## src/rtl/irq_agg_pkg.sv

```systemverilog
package irq_agg_pkg;

    localparam int STAT_W  = 16;
    localparam int REG_W   = STAT_W;
    localparam int NUM_SRC = 6;
    localparam int MODE_W  = 4;
    localparam int OFS_W   = 12;

    // Source index -> status bit position; the positions are decoded by software.
    localparam int SRC_POS [NUM_SRC] = '{0, 1, 9, 10, 11, 14};

    localparam logic [STAT_W-1:0] LIVE_MASK  = 16'h4E03;
    localparam logic [STAT_W-1:0] FAULT_MASK = 16'h4E02;

    localparam logic [OFS_W-1:0] OFS_MODE  = 12'h004;
    localparam logic [OFS_W-1:0] OFS_STAT  = 12'h100;
    localparam logic [OFS_W-1:0] OFS_CLEAR = 12'h108;
    localparam logic [OFS_W-1:0] OFS_MASK  = 12'h110;

    localparam logic [MODE_W-1:0] MODE_RESET = 4'h1;

    typedef enum logic [1:0] {
        ST_QUIET = 2'd0,
        ST_LEVEL = 2'd1,
        ST_FIRE  = 2'd2,
        ST_HOLD  = 2'd3
    } irq_state_t;

    function automatic logic [STAT_W-1:0] spread_src(input logic [NUM_SRC-1:0] p);
        logic [STAT_W-1:0] v;
        v = '0;
        for (int s = 0; s < NUM_SRC; s++) begin
            v[SRC_POS[s]] = p[s];
        end
        return v;
    endfunction

endpackage

```

## src/rtl/irq_agg_regif.sv

```systemverilog
module irq_agg_regif
    import irq_agg_pkg::*;
#(
    parameter int ADDR_W = 12
) (
    input  logic              clk,
    input  logic              rst_n,
    input  logic              req_valid,
    input  logic              req_write,
    input  logic [ADDR_W-1:0] req_addr,
    input  logic [REG_W-1:0]  req_wdata,
    input  logic [STAT_W-1:0] status,
    output logic [STAT_W-1:0] enable,
    output logic [STAT_W-1:0] clr_vec,
    output logic              wired,
    output logic              rsp_valid,
    output logic [REG_W-1:0]  rsp_rdata
);

    localparam logic [ADDR_W-1:0] A_MODE  = ADDR_W'(OFS_MODE);
    localparam logic [ADDR_W-1:0] A_STAT  = ADDR_W'(OFS_STAT);
    localparam logic [ADDR_W-1:0] A_CLEAR = ADDR_W'(OFS_CLEAR);
    localparam logic [ADDR_W-1:0] A_MASK  = ADDR_W'(OFS_MASK);

    logic              wr_en;
    logic              rd_en;
    logic              hit_mode;
    logic              hit_stat;
    logic              hit_clear;
    logic              hit_mask;
    logic [MODE_W-1:0] mode_q;
    logic [STAT_W-1:0] enable_q;
    logic [REG_W-1:0]  rd_mux;

    assign wr_en     = req_valid &  req_write;
    assign rd_en     = req_valid & ~req_write;
    assign hit_mode  = (req_addr == A_MODE);
    assign hit_stat  = (req_addr == A_STAT);
    assign hit_clear = (req_addr == A_CLEAR);
    assign hit_mask  = (req_addr == A_MASK);

    // Write-one-to-clear strobe, limited to live bits.
    assign clr_vec = (wr_en && hit_clear) ? (req_wdata & LIVE_MASK) : '0;

    always_ff @(posedge clk or negedge rst_n) begin
        if (!rst_n) begin
            mode_q   <= MODE_RESET;
            enable_q <= '0;
        end else if (wr_en) begin
            if (hit_mode) begin
                mode_q <= req_wdata[MODE_W-1:0];
            end
            if (hit_mask) begin
                enable_q <= req_wdata & LIVE_MASK;
            end
        end
    end

    assign enable = enable_q;
    assign wired  = mode_q[0];

    always_comb begin
        rd_mux = '0;
        if (hit_mode) begin
            rd_mux = REG_W'(mode_q);
        end else if (hit_stat) begin
            rd_mux = status;
        end else if (hit_mask) begin
            rd_mux = enable_q;
        end
    end

    always_ff @(posedge clk or negedge rst_n) begin
        if (!rst_n) begin
            rsp_valid <= 1'b0;
            rsp_rdata <= '0;
        end else begin
            rsp_valid <= rd_en;
            rsp_rdata <= rd_en ? rd_mux : '0;
        end
    end

endmodule

```

## src/rtl/irq_agg_status.sv

```systemverilog
module irq_agg_status
    import irq_agg_pkg::*;
(
    input  logic               clk,
    input  logic               rst_n,
    input  logic [NUM_SRC-1:0] src_pulse,
    input  logic [STAT_W-1:0]  clr_vec,
    output logic [STAT_W-1:0]  set_vec,
    output logic [STAT_W-1:0]  status
);

    logic [STAT_W-1:0] status_q;
    logic [STAT_W-1:0] status_d;

    assign set_vec = spread_src(src_pulse);

    // Set has priority over a same-cycle clear; dead positions stay zero.
    assign status_d = ((status_q & ~clr_vec) | set_vec) & LIVE_MASK;

    always_ff @(posedge clk or negedge rst_n) begin
        if (!rst_n) begin
            status_q <= '0;
        end else begin
            status_q <= status_d;
        end
    end

    assign status = status_q;

endmodule

```

## src/rtl/irq_agg_outgen.sv

```systemverilog
module irq_agg_outgen
    import irq_agg_pkg::*;
(
    input  logic              clk,
    input  logic              rst_n,
    input  logic [STAT_W-1:0] cause,
    input  logic              wired,
    output logic              irq_level,
    output logic              msg_pulse,
    output logic              err_active
);

    irq_state_t state_q;
    irq_state_t state_d;
    logic       any_cause;
    logic       any_fault;
    logic       fault_q;

    assign any_cause = |cause;
    assign any_fault = |(cause & FAULT_MASK);

    always_ff @(posedge clk or negedge rst_n) begin
        if (!rst_n) begin
            state_q <= ST_QUIET;
            fault_q <= 1'b0;
        end else begin
            state_q <= state_d;
            fault_q <= any_fault;
        end
    end

    always_comb begin
        state_d = state_q;
        unique case (state_q)
            ST_QUIET: begin
                if (any_cause) begin
                    state_d = wired ? ST_LEVEL : ST_FIRE;
                end
            end
            ST_LEVEL: begin
                if (!any_cause) begin
                    state_d = ST_QUIET;
                end else if (!wired) begin
                    state_d = ST_HOLD;
                end
            end
            ST_FIRE, ST_HOLD: begin
                if (!any_cause) begin
                    state_d = ST_QUIET;
                end else if (wired) begin
                    state_d = ST_LEVEL;
                end else begin
                    state_d = ST_HOLD;
                end
            end
            default: state_d = ST_QUIET;
        endcase
    end

    always_comb begin
        irq_level = 1'b0;
        msg_pulse = 1'b0;
        unique case (state_q)
            ST_LEVEL: irq_level = 1'b1;
            ST_FIRE:  msg_pulse = 1'b1;
            ST_QUIET, ST_HOLD: begin
                irq_level = 1'b0;
                msg_pulse = 1'b0;
            end
            default: begin
                irq_level = 1'b0;
                msg_pulse = 1'b0;
            end
        endcase
    end

    assign err_active = fault_q;

endmodule

```

## src/rtl/dma_irq_agg.sv

```systemverilog
module dma_irq_agg
    import irq_agg_pkg::*;
#(
    parameter int ADDR_W = 12
) (
    input  logic               clk,
    input  logic               rst_n,
    input  logic [NUM_SRC-1:0] src_pulse,
    input  logic               req_valid,
    input  logic               req_write,
    input  logic [ADDR_W-1:0]  req_addr,
    input  logic [REG_W-1:0]   req_wdata,
    output logic               rsp_valid,
    output logic [REG_W-1:0]   rsp_rdata,
    output logic               irq_level,
    output logic               msg_pulse,
    output logic               err_active
);

    logic [STAT_W-1:0] set_vec;
    logic [STAT_W-1:0] clr_vec;
    logic [STAT_W-1:0] status;
    logic [STAT_W-1:0] enable;
    logic [STAT_W-1:0] cause;
    logic              wired;

    irq_agg_regif #(.ADDR_W(ADDR_W)) u_regif (
        .clk       (clk),
        .rst_n     (rst_n),
        .req_valid (req_valid),
        .req_write (req_write),
        .req_addr  (req_addr),
        .req_wdata (req_wdata),
        .status    (status),
        .enable    (enable),
        .clr_vec   (clr_vec),
        .wired     (wired),
        .rsp_valid (rsp_valid),
        .rsp_rdata (rsp_rdata)
    );

    irq_agg_status u_status (
        .clk       (clk),
        .rst_n     (rst_n),
        .src_pulse (src_pulse),
        .clr_vec   (clr_vec),
        .set_vec   (set_vec),
        .status    (status)
    );

    assign cause = status & enable;

    irq_agg_outgen u_outgen (
        .clk        (clk),
        .rst_n      (rst_n),
        .cause      (cause),
        .wired      (wired),
        .irq_level  (irq_level),
        .msg_pulse  (msg_pulse),
        .err_active (err_active)
    );

endmodule

```

## config.mk

```make
export PLATFORM = sky130hd
export DESIGN_NAME = dma_irq_agg
export DESIGN_NICKNAME = d
export VERILOG_FILES = /design/src/rtl/irq_agg_pkg.sv /design/src/rtl/irq_agg_regif.sv /design/src/rtl/irq_agg_status.sv /design/src/rtl/irq_agg_outgen.sv /design/src/rtl/dma_irq_agg.sv
export SDC_FILE = /design/constraint.sdc
export NUM_CORES = 1
export LEC_CHECK = 0
export CORE_UTILIZATION = 40
export CTS_CLUSTER_SIZE = 12
export DETAILED_ROUTE_END_ITERATION = 8
export DONT_BUFFER_PORTS = 1
export PLACE_DENSITY = 0.56
export SLEW_MARGIN = 20
export SYNTH_ARGS = -nofsm -noshare
export SYNTH_HDL_FRONTEND = slang
export SYNTH_SLANG_ARGS = --single-unit
```

## constraint.sdc

```tcl
create_clock -name clk -period 0.96 [get_ports clk]
set_input_delay 0.192 -clock clk [delete_from_list [all_inputs] [get_ports clk]]
set_output_delay 0.192 -clock clk [all_outputs]
set_load 0.005 [all_outputs]
```

==> metrics.txt, run 1 <==
# TYPE chip_impl_metric gauge
chip_impl_info{name="outcome",value="complete, but fails checks"} 1
chip_impl_info{name="failed_checks",value="setup timing"} 1
chip_impl_metric{name="worst_r2r_path_depth",unit=""} 3
chip_impl_metric{name="ant_nets",unit=""} 0
chip_impl_info{name="unrepaired_setup_endpoints_after_global_routing",value="yes"} 1
chip_impl_metric{name="detailedRoute.firstIterationViolations",unit=""} 22
chip_impl_metric{name="die_area",unit="um2"} 3480
chip_impl_metric{name="clock-sinks",unit=""} 28
chip_impl_metric{name="asyncSetResetFlopFracSynth",unit="%"} 100
chip_impl_info{name="critical_path_origin",value="req_addr[1]"} 1
chip_impl_metric{name="filler_cell_count",unit=""} 263
chip_impl_metric{name="layout_setup_ws",unit="ns"} -0.309
chip_impl_metric{name="chipWidth",unit="um"} 59.0
chip_impl_metric{name="grt_max_degree",unit=""} 29
chip_impl_metric{name="die_height",unit="um"} 59.0
chip_impl_info{name="slowest_stage",value="sky130_fd_sc_hd__or4b_4"} 1
chip_impl_info{name="r2r-end",value="u_outgen.state_q[0]"} 1
chip_impl_info{name="worst_hold_check_path_type",value="in -> reg"} 1
chip_impl_metric{name="area_delta_synth_final",unit="%"} 39.0
chip_impl_metric{name="slowest_delay",unit="ns"} 0.60
chip_impl_metric{name="start_util",unit="%"} 42.2
chip_impl_info{name="hp-start",value="src_pulse[5]"} 1
chip_impl_metric{name="report.final.slew_viol_count",unit=""} 0
chip_impl_info{name="critical_path_start_type",value="primary input"} 1
chip_impl_metric{name="crit_fanout",unit=""} 6
chip_impl_metric{name="netlist-cell-type-count",unit=""} 27
chip_impl_metric{name="route.detailed.drc",unit=""} 0
chip_impl_metric{name="ir_drop",unit="V"} 0.000435
chip_impl_metric{name="wire_length_of_the_first_global_routing_pass",unit="mm"} 4.27
chip_impl_metric{name="postLayoutCoreUtil",unit="%"} 58.7
chip_impl_info{name="hold_path_end",value="u_status.status[14]"} 1
chip_impl_metric{name="post_cts.repair.setup_buffers",unit=""} 0
chip_impl_metric{name="grt_antenna_before_repair",unit=""} 0
chip_impl_metric{name="post_synthesis_instance_total",unit=""} 107
chip_impl_metric{name="p_per_area",unit="nW/um2"} 1080
chip_impl_metric{name="htree_num_levels",unit=""} 1
chip_impl_metric{name="first_global_vias",unit=""} 895
chip_impl_metric{name="syn_avg_cell_area",unit="um2"} 12.1
chip_impl_metric{name="fin_total_pwr",unit="mW"} 1.94
chip_impl_metric{name="reg_power_share",unit="%"} 61.1
chip_impl_metric{name="gr-usage-all-layers",unit="%"} 17.0
chip_impl_metric{name="hold_viol",unit=""} 0
chip_impl_metric{name="max_freq",unit="GHz"} 0.788
chip_impl_metric{name="detail_route.wl_per_cell",unit="um"} 15.2
chip_impl_metric{name="p_int",unit="mW"} 1.52
chip_impl_metric{name="numPortBuffers",unit=""} 0
chip_impl_metric{name="synth.yosys.seq_area_share",unit="%"} 54.0
chip_impl_metric{name="design.core.area",unit="um2"} 3080
chip_impl_info{name="synth-main-ff-cell",value="sky130_fd_sc_hd__dfrtp_1"} 1
chip_impl_metric{name="cts_inserted_buffers",unit=""} 3
chip_impl_metric{name="path_buf_inv",unit=""} 0
chip_impl_metric{name="diodes",unit=""} 0
chip_impl_metric{name="ys.warnings.count",unit=""} 0
chip_impl_info{name="ctsRootBufferMaster",value="sky130_fd_sc_hd__clkbuf_4"} 1
chip_impl_metric{name="clk_pin_slew_worst_paths",unit="ns"} 0.15
chip_impl_metric{name="swShare",unit="%"} 21.7
chip_impl_info{name="critPathTopFamily",value="simple AND/OR/NAND/NOR gates"} 1
chip_impl_metric{name="dp_slack",unit="ns"} -0.746
chip_impl_metric{name="pin_count",unit=""} 58
chip_impl_metric{name="netSwitchingPower",unit="uW"} 422
chip_impl_metric{name="setup_violations",unit=""} 29
chip_impl_info{name="cts_tree",value="yes"} 1
chip_impl_metric{name="fin_crit",unit="ns"} 1.27
chip_impl_metric{name="worst_path_required",unit="ns"} 1.23
chip_impl_info{name="cpMostUsedCell",value="sky130_fd_sc_hd__or4b_4"} 1
chip_impl_metric{name="synth-edff-count",unit=""} 0
chip_impl_metric{name="drtPass1Iterations",unit=""} 4
chip_impl_metric{name="insertion_delay",unit="ns"} 0.33
chip_impl_metric{name="fin_nets",unit=""} 184
chip_impl_info{name="cp_cell_sequence",value="or4b_4 > or4b_4 > o2bb2ai_1"} 1
chip_impl_metric{name="regArea",unit="um2"} 702
chip_impl_metric{name="post-route-period-util",unit="%"} 132
chip_impl_info{name="setup.worst_path.end_class",value="register"} 1
chip_impl_metric{name="wirelength",unit="mm"} 2.88
chip_impl_metric{name="layout.cell_area.non_filler",unit="um2"} 1810
chip_impl_metric{name="globalRouteOverflowTotal",unit=""} 0
chip_impl_metric{name="yosys_register_bits",unit=""} 28
chip_impl_metric{name="comb_power_share",unit="%"} 9.5
chip_impl_metric{name="timing.reg2reg.setup_slack",unit="ns"} -0.21
chip_impl_metric{name="dp_hpwl",unit="mm"} 1.91
chip_impl_metric{name="worst-endpoint-arrival",unit="ns"} 1.54
chip_impl_metric{name="placedInstanceArea",unit="um2"} 1440
chip_impl_metric{name="max_cap_viol_count",unit=""} 0
chip_impl_metric{name="vias",unit=""} 933
chip_impl_metric{name="multi_input_area",unit="um2"} 644
chip_impl_metric{name="min_path_cells",unit=""} 2
chip_impl_metric{name="ctsLongestPathBuffers",unit=""} 2
chip_impl_metric{name="synthesis.area",unit="um2"} 1300
chip_impl_info{name="critical_path.reg2reg.startpoint",value="u_regif.enable[9]"} 1
chip_impl_info{name="critPathKind",value="in -> reg"} 1
chip_impl_metric{name="post_route_cells_drive_above_1_share",unit="%"} 33.8
chip_impl_metric{name="pwr-share-clk",unit="%"} 29.5
chip_impl_metric{name="worst_clock_skew",unit="ns"} 0.00940
chip_impl_metric{name="place.gp.congestion",unit=""} 0.748
chip_impl_metric{name="avgViaCountPerCell",unit=""} 4.94
chip_impl_metric{name="placementRows",unit=""} 20
chip_impl_metric{name="static_leakage_power",unit="nW"} 0.828
==> cell families (layout without fill, tap and decap cells) <==
group	after synthesis	count (layout)	synth area share, %
multiplexers	16	16	13.3
AND/OR/NAND/NOR	34	34	18.9
AO/OA/AOI/OAI	12	12	6.55
buffers and inverters	16	47	7.03
other	1	8	0.288
flip-flops	28	28	54.0
==> worst register-to-register path: stages (launching register included) <==
cell and delay, ns:
sky130_fd_sc_hd__dfrtp_1 0.41, sky130_fd_sc_hd__a222oi_1 0.39, sky130_fd_sc_hd__buf_4 0.19, sky130_fd_sc_hd__a31oi_1 0.08
==> cells in the mapped netlist (2+ instances only) <==
master / instances / area share, %
sky130_fd_sc_hd__a31oi_1: 8 / 3.9
sky130_fd_sc_hd__and2_1: 2 / 0.96
sky130_fd_sc_hd__buf_4: 8 / 4.6
sky130_fd_sc_hd__dfrtp_1: 27 / 52
sky130_fd_sc_hd__inv_1: 6 / 1.7
sky130_fd_sc_hd__mux2_2: 10 / 8.7
sky130_fd_sc_hd__mux2i_1: 6 / 4.6
sky130_fd_sc_hd__nand2_1: 2 / 0.58
sky130_fd_sc_hd__nand3b_1: 2 / 1.2
sky130_fd_sc_hd__nor2_1: 11 / 3.2
sky130_fd_sc_hd__nor2b_1: 3 / 1.4
sky130_fd_sc_hd__nor4_4: 2 / 3.3
sky130_fd_sc_hd__o2bb2ai_1: 2 / 1.3
sky130_fd_sc_hd__or3_1: 3 / 1.4
sky130_fd_sc_hd__or4b_1: 3 / 2.3
==> power groups by stage <==
stage / registers, mW / clock network, mW / logic [mW]
final: 1.19 / 0.572 / 0.184
after global routing: 1.19 / 0.650 / 0.199
after CTS: 1.19 / 0.584 / 0.161
after detailed placement: 1.21 / 0 / 0.0659
after global placement: 1.21 / 0 / 0.0653
after floorplan: 1.21 / 0 / 0.0866
==> flip-flops by register name (all words and copies together) (netlist names) <==
name                 count
u_outgen.err_active      1
u_regif.rsp_rdata        8
u_outgen.state_q         2
u_regif.rsp_valid        1
u_regif.enable           6
u_regif.mode_q           4
u_status.status          6
==> metrics by stage <==
stage	hold WS, ns	cells	setup TNS (ns)
2_1_floorplan	-0.104	114	-14.23
3_3_place_gp	-0.103	163	-15.43
3_5_place_dp	-0.103	163	-15.97
4_1_cts	0.000107	183	-6.51
5_1_grt	0.00319	189	-7.27
6_report	0.00758	189	-6.76
==> layout make-up <==
type	count	area share (%)
flip-flops and latches	28	38.9
clock buffers	4	2.01
inverters	6	1.25
well taps	44	3.05
multi-input cells	70	35.7
repair buffers	37	19.2
==> routing by layer <==
metal	GRT usage, %	up-vias	part of all wire, %
met5	0	-	0
met4	8.16	0	1.8
met3	3.28	5	4.4
met2	27.4	33	47
met1	22.1	450	46
li1	-	445	-
==> how the worst max path moves through the flow <==
stage / depth (start not counted) / slack (ns) / end
5_1_grt: 3 / -0.31 / u_regif.rsp_rdata[0]
4_1_cts: 4 / -0.30 / u_regif.mode_q[2]
6_report: 3 / -0.31 / u_regif.rsp_rdata[0]
3_5_place_dp: 3 / -0.75 / u_regif.rsp_rdata[0]
2_1_floorplan: 3 / -0.63 / u_regif.enable[0]
3_3_place_gp: 3 / -0.69 / u_regif.rsp_rdata[0]
==> layout by cell type (no fill, tap or decap), types with 2 or more instances in the layout <==
cell type and n:
sky130_fd_sc_hd__dfrtp_1 27, sky130_fd_sc_hd__dlygate4sd3_1 21, sky130_fd_sc_hd__buf_4 14, sky130_fd_sc_hd__nor2_1 9, sky130_fd_sc_hd__mux2_4 9, sky130_fd_sc_hd__conb_1 8, sky130_fd_sc_hd__a31oi_1 7, sky130_fd_sc_hd__mux2i_1 6
sky130_fd_sc_hd__inv_1 6, sky130_fd_sc_hd__or4b_4 3, sky130_fd_sc_hd__nor4_4 3, sky130_fd_sc_hd__clkbuf_4 3, sky130_fd_sc_hd__nor2b_4 2, sky130_fd_sc_hd__or3_1 2, sky130_fd_sc_hd__nor2_2 2, sky130_fd_sc_hd__nand3b_1 2
==> timing repair <==
action                                  4_1_cts  5_1_grt
endpoints found under the setup margin       29       39
hold buffers                                 16        6
hold endpoints to repair                     41        6
gates resized for setup                      18        5
pin swaps                                     7        1
No activity file was read; power rests on OpenSTA's default activity.
==> run 2, diff against run 1 <==
--- a/config.mk
+++ b/config.mk
@@ -10,6 +10,7 @@
 export DETAILED_ROUTE_END_ITERATION = 8
 export DONT_BUFFER_PORTS = 1
 export PLACE_DENSITY = 0.56
+export SETUP_SLACK_MARGIN = 0.4
 export SLEW_MARGIN = 20
 export SYNTH_ARGS = -nofsm -noshare
 export SYNTH_HDL_FRONTEND = slang
==> run 2 against run 1 <==
The run ends with hold timing, setup timing left; sequential share of layout area rose by 5.3 points; cell area fell by 12%; highest routed layer unchanged; register-to-register slack improved by 0.02 ns; global-route usage fell by 0.42 points; critical path depth did not move; first-iteration DRC count fell by 50%; hold slack got worse by 0.49 ns; clock skew rose by 0.0042 ns; critical path type unchanged; sequential power barely moved.
==> metrics.txt, run 2 (same netlist as run 1, synthesis figures left out) <==
# TYPE chip_impl_metric gauge
chip_impl_metric{name="max_freq",unit="GHz"} 0.794
chip_impl_metric{name="layout_setup_ws",unit="ns"} -0.299
chip_impl_metric{name="post_cts.repair.setup_buffers",unit=""} 0
chip_impl_metric{name="wire_length_of_the_first_global_routing_pass",unit="mm"} 4.12
chip_impl_info{name="ctsRootBufferMaster",value="sky130_fd_sc_hd__clkbuf_4"} 1
chip_impl_metric{name="static_leakage_power",unit="nW"} 0.744
chip_impl_metric{name="gr-usage-all-layers",unit="%"} 16.6
chip_impl_metric{name="dp_hpwl",unit="mm"} 1.91
chip_impl_metric{name="post_route_cells_drive_above_1_share",unit="%"} 38.7
chip_impl_info{name="layout_common_cells",value="27 x sky130_fd_sc_hd__dfrtp_1, 14 x sky130_fd_sc_hd__buf_4, 9 x sky130_fd_sc_hd__nor2_1, 9 x sky130_fd_sc_hd__mux2_4, 8 x sky130_fd_sc_hd__conb_1"} 1
chip_impl_metric{name="place.gp.congestion",unit=""} 0.748
chip_impl_metric{name="report.final.slew_viol_count",unit=""} 0
chip_impl_metric{name="p_per_area",unit="nW/um2"} 1160
chip_impl_metric{name="swShare",unit="%"} 20.9
chip_impl_metric{name="globalRouteOverflowTotal",unit=""} 0
chip_impl_metric{name="insertion_delay",unit="ns"} 0.33
chip_impl_metric{name="die_height",unit="um"} 59.0
chip_impl_metric{name="fin_total_pwr",unit="mW"} 1.85
chip_impl_metric{name="placementRows",unit=""} 20
chip_impl_metric{name="pin_count",unit=""} 58
chip_impl_metric{name="grt_antenna_before_repair",unit=""} 0
chip_impl_info{name="failed_checks",value="hold timing, setup timing"} 1
chip_impl_metric{name="htree_num_levels",unit=""} 1
chip_impl_metric{name="chipWidth",unit="um"} 59.0
chip_impl_info{name="cts_tree",value="yes"} 1
chip_impl_metric{name="crit_fanout",unit=""} 6
chip_impl_metric{name="hold_viol",unit=""} 40
chip_impl_info{name="top_signal_layer_used",value="met4"} 1
chip_impl_info{name="critical_path_start_type",value="primary input"} 1
chip_impl_metric{name="area_delta_synth_final",unit="%"} 22.2
chip_impl_metric{name="clock-sinks",unit=""} 28
chip_impl_metric{name="ctsLongestPathBuffers",unit=""} 2
chip_impl_info{name="critPathKind",value="in -> reg"} 1
chip_impl_metric{name="worst_r2r_path_depth",unit=""} 3
chip_impl_metric{name="first_global_vias",unit=""} 850
chip_impl_metric{name="worst_path_required",unit="ns"} 1.23
chip_impl_metric{name="fin_nets",unit=""} 163
chip_impl_metric{name="cts_inserted_buffers",unit=""} 3
chip_impl_metric{name="die_area",unit="um2"} 3480
chip_impl_metric{name="route.detailed.drc",unit=""} 0
chip_impl_info{name="worst_hold_check_path_type",value="in -> async"} 1
chip_impl_metric{name="comb_power_share",unit="%"} 4.3
chip_impl_info{name="layout_commonest_cell",value="sky130_fd_sc_hd__dfrtp_1"} 1
chip_impl_metric{name="ant_nets",unit=""} 0
chip_impl_metric{name="hold_slack",unit="ns"} -0.479
chip_impl_metric{name="worst_clock_skew",unit="ns"} 0.0136
chip_impl_metric{name="reg_power_share",unit="%"} 64.3
chip_impl_metric{name="fin_crit",unit="ns"} 1.26
chip_impl_info{name="unrepaired_setup_endpoints_after_global_routing",value="yes"} 1
chip_impl_info{name="outcome",value="complete, but fails checks"} 1
chip_impl_metric{name="cts_hold_repair.buffers",unit=""} 1
chip_impl_metric{name="diodes",unit=""} 0
chip_impl_info{name="setup.worst_path.end_class",value="register"} 1
chip_impl_info{name="largest_register",value="u_regif.rsp_rdata"} 1
chip_impl_metric{name="clk_pin_slew_worst_paths",unit="ns"} 0.15
chip_impl_metric{name="ir_drop",unit="V"} 0.000434
chip_impl_metric{name="met3WireLength",unit="um"} 140
chip_impl_metric{name="route.met2.wl",unit="mm"} 1.31
chip_impl_metric{name="design.core.area",unit="um2"} 3080
chip_impl_metric{name="setup_violations",unit=""} 29
chip_impl_metric{name="netSwitchingPower",unit="uW"} 386
chip_impl_metric{name="dp_slack",unit="ns"} -0.746
chip_impl_metric{name="numPortBuffers",unit=""} 0
chip_impl_metric{name="detailedRoute.firstIterationViolations",unit=""} 11
chip_impl_metric{name="pwr-share-clk",unit="%"} 31.3
chip_impl_metric{name="wirelength",unit="mm"} 2.68
chip_impl_metric{name="post-route-period-util",unit="%"} 131
chip_impl_metric{name="p_int",unit="mW"} 1.46
chip_impl_metric{name="max_cap_viol_count",unit=""} 0
chip_impl_metric{name="number_of_flip_flops_under_the_largest_register_name",unit=""} 8
chip_impl_metric{name="vias",unit=""} 872
chip_impl_metric{name="avgViaCountPerCell",unit=""} 5.19
chip_impl_metric{name="worst-endpoint-arrival",unit="ns"} 1.53
chip_impl_metric{name="detail_route.wl_per_cell",unit="um"} 16.0
chip_impl_metric{name="start_util",unit="%"} 42.2
chip_impl_metric{name="drtPass1Iterations",unit=""} 4
chip_impl_metric{name="wl_met1",unit="mm"} 1.18
chip_impl_metric{name="grt_max_degree",unit=""} 29
## run 2: cell types whose count changed in the layout (fill, tap and decap cells not counted)
cell,before,now
sky130_fd_sc_hd__dlygate4sd3_1,21,0
sky130_fd_sc_hd__buf_12,1,0
sky130_fd_sc_hd__dlymetal6s4s_1,0,1
## run 2: per-layer routing
layer	vias up	GRT usage, %
met3	5	3.49
met2	35	26.8
met4	0	8.16
met5	-	0
met1	430	21.3
li1	402	-
## run 2: layout make-up
| type | instances | area (um2) |
|---|---|---|
| fill | 284 | 1490 |
| sequential | 28 | 702 |
| multi-input combinational | 70 | 644 |
| timing repair buffer | 16 | 129 |
| tap | 44 | 55.1 |
| clock buffer | 4 | 36.3 |
| inverter | 6 | 22.5 |
## run 2: timing repair
| item | 4_1_cts | 5_1_grt |
|---|---|---|
| gates resized for setup | 18 | 6 |
| setup endpoints to repair | 39 | 40 |
| gates cloned | 0 | 0 |
| pin swaps | 7 | 1 |
| hold endpoints to repair | 41 | 45 |
## run 2: power by group through the flow
stage / Combinational, mW / Sequential [mW] / Clock (mW)
3_3_place_gp: 0.0653 / 1.21 / 0
3_5_place_dp: 0.0659 / 1.21 / 0
4_1_cts: 0.0776 / 1.19 / 0.584
2_1_floorplan: 0.0866 / 1.21 / 0
6_report: 0.0798 / 1.19 / 0.578
5_1_grt: 0.0863 / 1.19 / 0.655
## run 2: metrics by stage
stage | cells | area (um2) | TNS (ns) | utilization, % | hold slack [ns]
global placement | 163 | 1440 | -15.43 | 46.7 | -0.103
global route | 168 | 1590 | -7.27 | 51.6 | -0.511
CTS | 168 | 1560 | -6.51 | 50.7 | -0.484
detailed placement | 163 | 1440 | -15.97 | 46.7 | -0.103
floorplan | 114 | 1350 | -14.23 | - | -0.104
finish | 168 | 1590 | -6.70 | 51.6 | -0.479
## run 2: final timing paths
path	from	slack, ns	to
min reg2reg	u_regif.mode_q[3]	0.51	u_regif.rsp_rdata[3]
max reg2reg	u_regif.enable[9]	-0.19	u_outgen.state_q[1]
min in group clk	req_wdata[0]	-0.07	u_status.status[0]
min	rst_n	-0.48	u_regif.rsp_rdata[0]
max in group asynchronous	rst_n	1.27	u_regif.mode_q[0]
max	req_addr[1]	-0.30	u_regif.rsp_rdata[0]
## run 2: worst max-delay path, stage by stage
cell and delay, ns:
sky130_fd_sc_hd__or4b_4 0.60, sky130_fd_sc_hd__or4b_4 0.58, sky130_fd_sc_hd__o2bb2ai_1 0.16
==> run 3, diff against run 2 <==
--- a/config.mk
+++ b/config.mk
@@ -5,6 +5,7 @@
 export SDC_FILE = /design/constraint.sdc
 export NUM_CORES = 1
 export LEC_CHECK = 0
+export ABC_AREA = 1
 export CORE_UTILIZATION = 40
 export CTS_CLUSTER_SIZE = 12
 export DETAILED_ROUTE_END_ITERATION = 8
==> run 3 against run 2 <==
The run still ends with hold timing, setup timing left; flip-flop and latch count unchanged; area after synthesis grew 10%; via count up 26%; clock power grew 1%; critical path type is now reg -> out; highest routed layer unchanged.
==> metrics.txt, run 3 <==
# TYPE chip_impl_metric gauge
chip_impl_info{name="outcome",value="complete, but fails checks"} 1
chip_impl_info{name="failed_checks",value="hold timing, setup timing"} 1
chip_impl_metric{name="setup_violations",unit=""} 5
chip_impl_metric{name="worst-endpoint-arrival",unit="ns"} 0.93
chip_impl_metric{name="max_freq",unit="GHz"} 0.895
chip_impl_metric{name="yosys_register_bits",unit=""} 28
chip_impl_metric{name="fin_nets",unit=""} 220
chip_impl_info{name="setup.worst_path.end_class",value="output pin"} 1
chip_impl_metric{name="post-route-period-util",unit="%"} 116
chip_impl_metric{name="netSwitchingPower",unit="uW"} 439
chip_impl_metric{name="drtPass1Iterations",unit=""} 4
chip_impl_metric{name="first_global_vias",unit=""} 1078
chip_impl_metric{name="grt_max_degree",unit=""} 29
chip_impl_metric{name="pwr-share-clk",unit="%"} 30.7
chip_impl_metric{name="ys.warnings.count",unit=""} 0
chip_impl_info{name="layout_common_cells",value="27 x sky130_fd_sc_hd__dfrtp_1, 18 x sky130_fd_sc_hd__inv_1, 16 x sky130_fd_sc_hd__nand2_1"} 1
chip_impl_metric{name="worst_r2r_path_depth",unit=""} 3
chip_impl_metric{name="detailedRoute.firstIterationViolations",unit=""} 42
chip_impl_metric{name="gr-usage-all-layers",unit="%"} 17.6
chip_impl_metric{name="fin_total_pwr",unit="mW"} 1.90
chip_impl_info{name="synth_top_area_cell",value="sky130_fd_sc_hd__dfrtp_1"} 1
chip_impl_metric{name="asyncSetResetFlopFracSynth",unit="%"} 100
chip_impl_metric{name="placementRows",unit=""} 21
chip_impl_metric{name="ctsLongestPathBuffers",unit=""} 2
chip_impl_metric{name="dp_hpwl",unit="mm"} 2.14
chip_impl_metric{name="clk_pin_slew_worst_paths",unit="ns"} 0.15
chip_impl_metric{name="detail_route.wl_per_cell",unit="um"} 13.0
chip_impl_metric{name="placedInstanceArea",unit="um2"} 1600
chip_impl_info{name="unrepaired_setup_endpoints_after_global_routing",value="yes"} 1
chip_impl_metric{name="cts_inserted_buffers",unit=""} 3
chip_impl_metric{name="design.core.area",unit="um2"} 3390
chip_impl_metric{name="comb_power_share",unit="%"} 6.9
chip_impl_metric{name="clock-sinks",unit=""} 28
chip_impl_metric{name="worst_path_required",unit="ns"} 0.77
chip_impl_metric{name="global_route.usage.met2",unit="%"} 30.6
chip_impl_metric{name="static_leakage_power",unit="nW"} 0.855
chip_impl_info{name="most_numerous_cell_in_the_yosys_netlist",value="sky130_fd_sc_hd__dfrtp_1"} 1
chip_impl_metric{name="numPortBuffers",unit=""} 0
chip_impl_metric{name="grt_antenna_before_repair",unit=""} 0
chip_impl_metric{name="max_cap_viol_count",unit=""} 0
chip_impl_metric{name="report.final.slew_viol_count",unit=""} 0
chip_impl_metric{name="syn_avg_cell_area",unit="um2"} 8.86
chip_impl_metric{name="place.detailed.instances",unit=""} 220
chip_impl_metric{name="die_height",unit="um"} 61.9
chip_impl_info{name="critical_path_start_type",value="register"} 1
chip_impl_metric{name="use_met3",unit="%"} 3.52
chip_impl_info{name="largest_register",value="u_regif.rsp_rdata"} 1
chip_impl_info{name="synth_area_leaders",value="sky130_fd_sc_hd__dfrtp_1 47%, sky130_fd_sc_hd__nand2_1 6.8%, sky130_fd_sc_hd__inv_1 5.8%, sky130_fd_sc_hd__buf_4 4.2%, sky130_fd_sc_hd__nor2_1 4.2%"} 1
chip_impl_metric{name="post_synthesis_instance_total",unit=""} 162
chip_impl_metric{name="avgViaCountPerCell",unit=""} 4.85
chip_impl_info{name="cts_tree",value="yes"} 1
chip_impl_metric{name="layout.cell_area.non_filler",unit="um2"} 1850
chip_impl_metric{name="ant_nets",unit=""} 0
chip_impl_info{name="ctsRootBufferMaster",value="sky130_fd_sc_hd__clkbuf_4"} 1
chip_impl_metric{name="ir_drop",unit="V"} 0.000545
chip_impl_metric{name="layout_setup_ws",unit="ns"} -0.158
chip_impl_metric{name="layoutNonFillerInstCount",unit=""} 227
chip_impl_metric{name="post_route_cells_drive_above_1_share",unit="%"} 47.5
chip_impl_metric{name="hold_slack",unit="ns"} -0.486
chip_impl_metric{name="p_int",unit="mW"} 1.46
chip_impl_metric{name="synth_top_area_share",unit="%"} 47.1
chip_impl_info{name="layout_commonest_cell",value="sky130_fd_sc_hd__dfrtp_1"} 1
chip_impl_metric{name="htree_num_levels",unit=""} 1
chip_impl_metric{name="setup-tns-final",unit="ns"} -0.403
chip_impl_metric{name="swShare",unit="%"} 23.1
chip_impl_info{name="synth-main-ff-cell",value="sky130_fd_sc_hd__dfrtp_1"} 1
chip_impl_metric{name="start_util",unit="%"} 42.3
chip_impl_info{name="synth.cells.most_frequent",value="27 x sky130_fd_sc_hd__dfrtp_1, 26 x sky130_fd_sc_hd__nand2_1, 22 x sky130_fd_sc_hd__inv_1"} 1
chip_impl_metric{name="synth-edff-count",unit=""} 0
chip_impl_metric{name="route.detailed.drc",unit=""} 0
chip_impl_metric{name="die_area",unit="um2"} 3830
chip_impl_metric{name="grtUsageMet1",unit="%"} 22.5
chip_impl_metric{name="area_delta_synth_final",unit="%"} 28.9
chip_impl_metric{name="wirelength",unit="mm"} 2.95
chip_impl_metric{name="synthesis.area",unit="um2"} 1440
chip_impl_info{name="worst_hold_check_path_type",value="in -> async"} 1
chip_impl_metric{name="filler_cell_count",unit=""} 314
chip_impl_metric{name="regArea",unit="um2"} 702
chip_impl_metric{name="pin_count",unit=""} 58
chip_impl_metric{name="vias",unit=""} 1102
chip_impl_metric{name="fin_crit",unit="ns"} 1.12
chip_impl_metric{name="worst_clock_skew",unit="ns"} 0.0137
chip_impl_metric{name="reg_power_share",unit="%"} 62.4
chip_impl_metric{name="diodes",unit=""} 0
chip_impl_metric{name="p_per_area",unit="nW/um2"} 1030
chip_impl_metric{name="netlist-cell-type-count",unit=""} 27
chip_impl_metric{name="place.gp.congestion",unit=""} 0.810
chip_impl_metric{name="chipWidth",unit="um"} 61.9
chip_impl_metric{name="synth.yosys.seq_area_share",unit="%"} 48.9
chip_impl_metric{name="hold_viol",unit=""} 36
chip_impl_metric{name="crit_fanout",unit=""} 3
chip_impl_info{name="top_usage_layer",value="met2"} 1
chip_impl_metric{name="globalRouteOverflowTotal",unit=""} 0
chip_impl_metric{name="multi_input_area",unit="um2"} 756
chip_impl_info{name="critPathKind",value="reg -> out"} 1
chip_impl_metric{name="number_of_flip_flops_under_the_largest_register_name",unit=""} 8
chip_impl_metric{name="wire_length_of_the_first_global_routing_pass",unit="mm"} 4.82
chip_impl_metric{name="insertion_delay",unit="ns"} 0.34
chip_impl_metric{name="timing.reg2reg.setup_slack",unit="ns"} -0.05
run 3: cell count changes after synthesis, sizes merged, moves of 4 or more:
| cell | previous run | this run |
|---|---|---|
| nand3 | 0 | 10 |
| mux2 | 10 | 0 |
| or4b | 5 | 0 |
| mux2i | 6 | 0 |
| a31oi | 8 | 0 |
| nor2 | 11 | 21 |
| o21ai | 0 | 16 |
| nand2 | 2 | 28 |
| nor4 | 4 | 0 |
| inv | 6 | 24 |
| nand4 | 0 | 7 |
| a21oi | 0 | 6 |
run 3: through the flow:
stage | utilization (%) | setup WS, ns
6_report | 54.6 | -0.158
5_1_grt | 54.6 | -0.202
4_1_cts | 52.0 | -0.143
3_5_place_dp | 47.3 | -0.141
3_3_place_gp | 47.3 | -0.0892
2_1_floorplan | - | -0.0253
run 3: logic make-up (layout without fill, tap and decap cells):
| kind of cell | after synthesis | after routing | synth area share, % |
|---|---|---|---|
| buffers and inverters | 37 | 49 | 13.2 |
| AO/OA/AOI/OAI | 26 | 26 | 11.5 |
| other | 1 | 8 | 0.261 |
| flip-flops | 28 | 28 | 48.9 |
| AND/OR/NAND/NOR | 70 | 70 | 26.2 |
run 3: metal layers:
layer  routed length (um)  vias up
met4                   38        0
met1                 1270      518
met3                  179        8
met2                 1460       38
li1                     -      538
met5                    0        -
run 3: worst paths after layout:
check                                          from                     to
min in group clk                       src_pulse[0]     u_status.status[0]
max in group asynchronous                     rst_n      u_regif.mode_q[0]
worst min register to register    u_regif.mode_q[0]      u_regif.mode_q[0]
worst max-delay path            u_outgen.state_q[0]              irq_level
worst min-delay path                          rst_n  u_regif.rsp_rdata[11]
worst max register to register   u_regif.enable[11]    u_outgen.err_active
run 3: what timing repair did:
action	CTS	global route
setup buffers	0	3
gates cloned	0	0
endpoints found under the hold margin	36	36
endpoints found under the setup margin	39	39
gates resized for setup	33	20
pin swaps	17	9
run 3: worst max-delay path, stage by stage (launching register included):
cell	delay, ns
sky130_fd_sc_hd__dfrtp_1	0.43
sky130_fd_sc_hd__inv_1	0.07
sky130_fd_sc_hd__nor2_2	0.09
run 3: area by class of cell:
type                       count  area share (%)
multi-input combinational    104            40.9
sequential                    28            38.0
timing repair buffer          18            9.81
inverter                      27            6.29
tap                           46            3.11
clock buffer                   4            1.96
run 3: power groups by stage:
stage	clock network [mW]	logic, mW	registers (mW)
detailed placement	0	0.115	1.21
global route	0.626	0.149	1.19
floorplan	0	0.113	1.21
CTS	0.583	0.124	1.19
global placement	0	0.112	1.21
finish	0.584	0.132	1.19
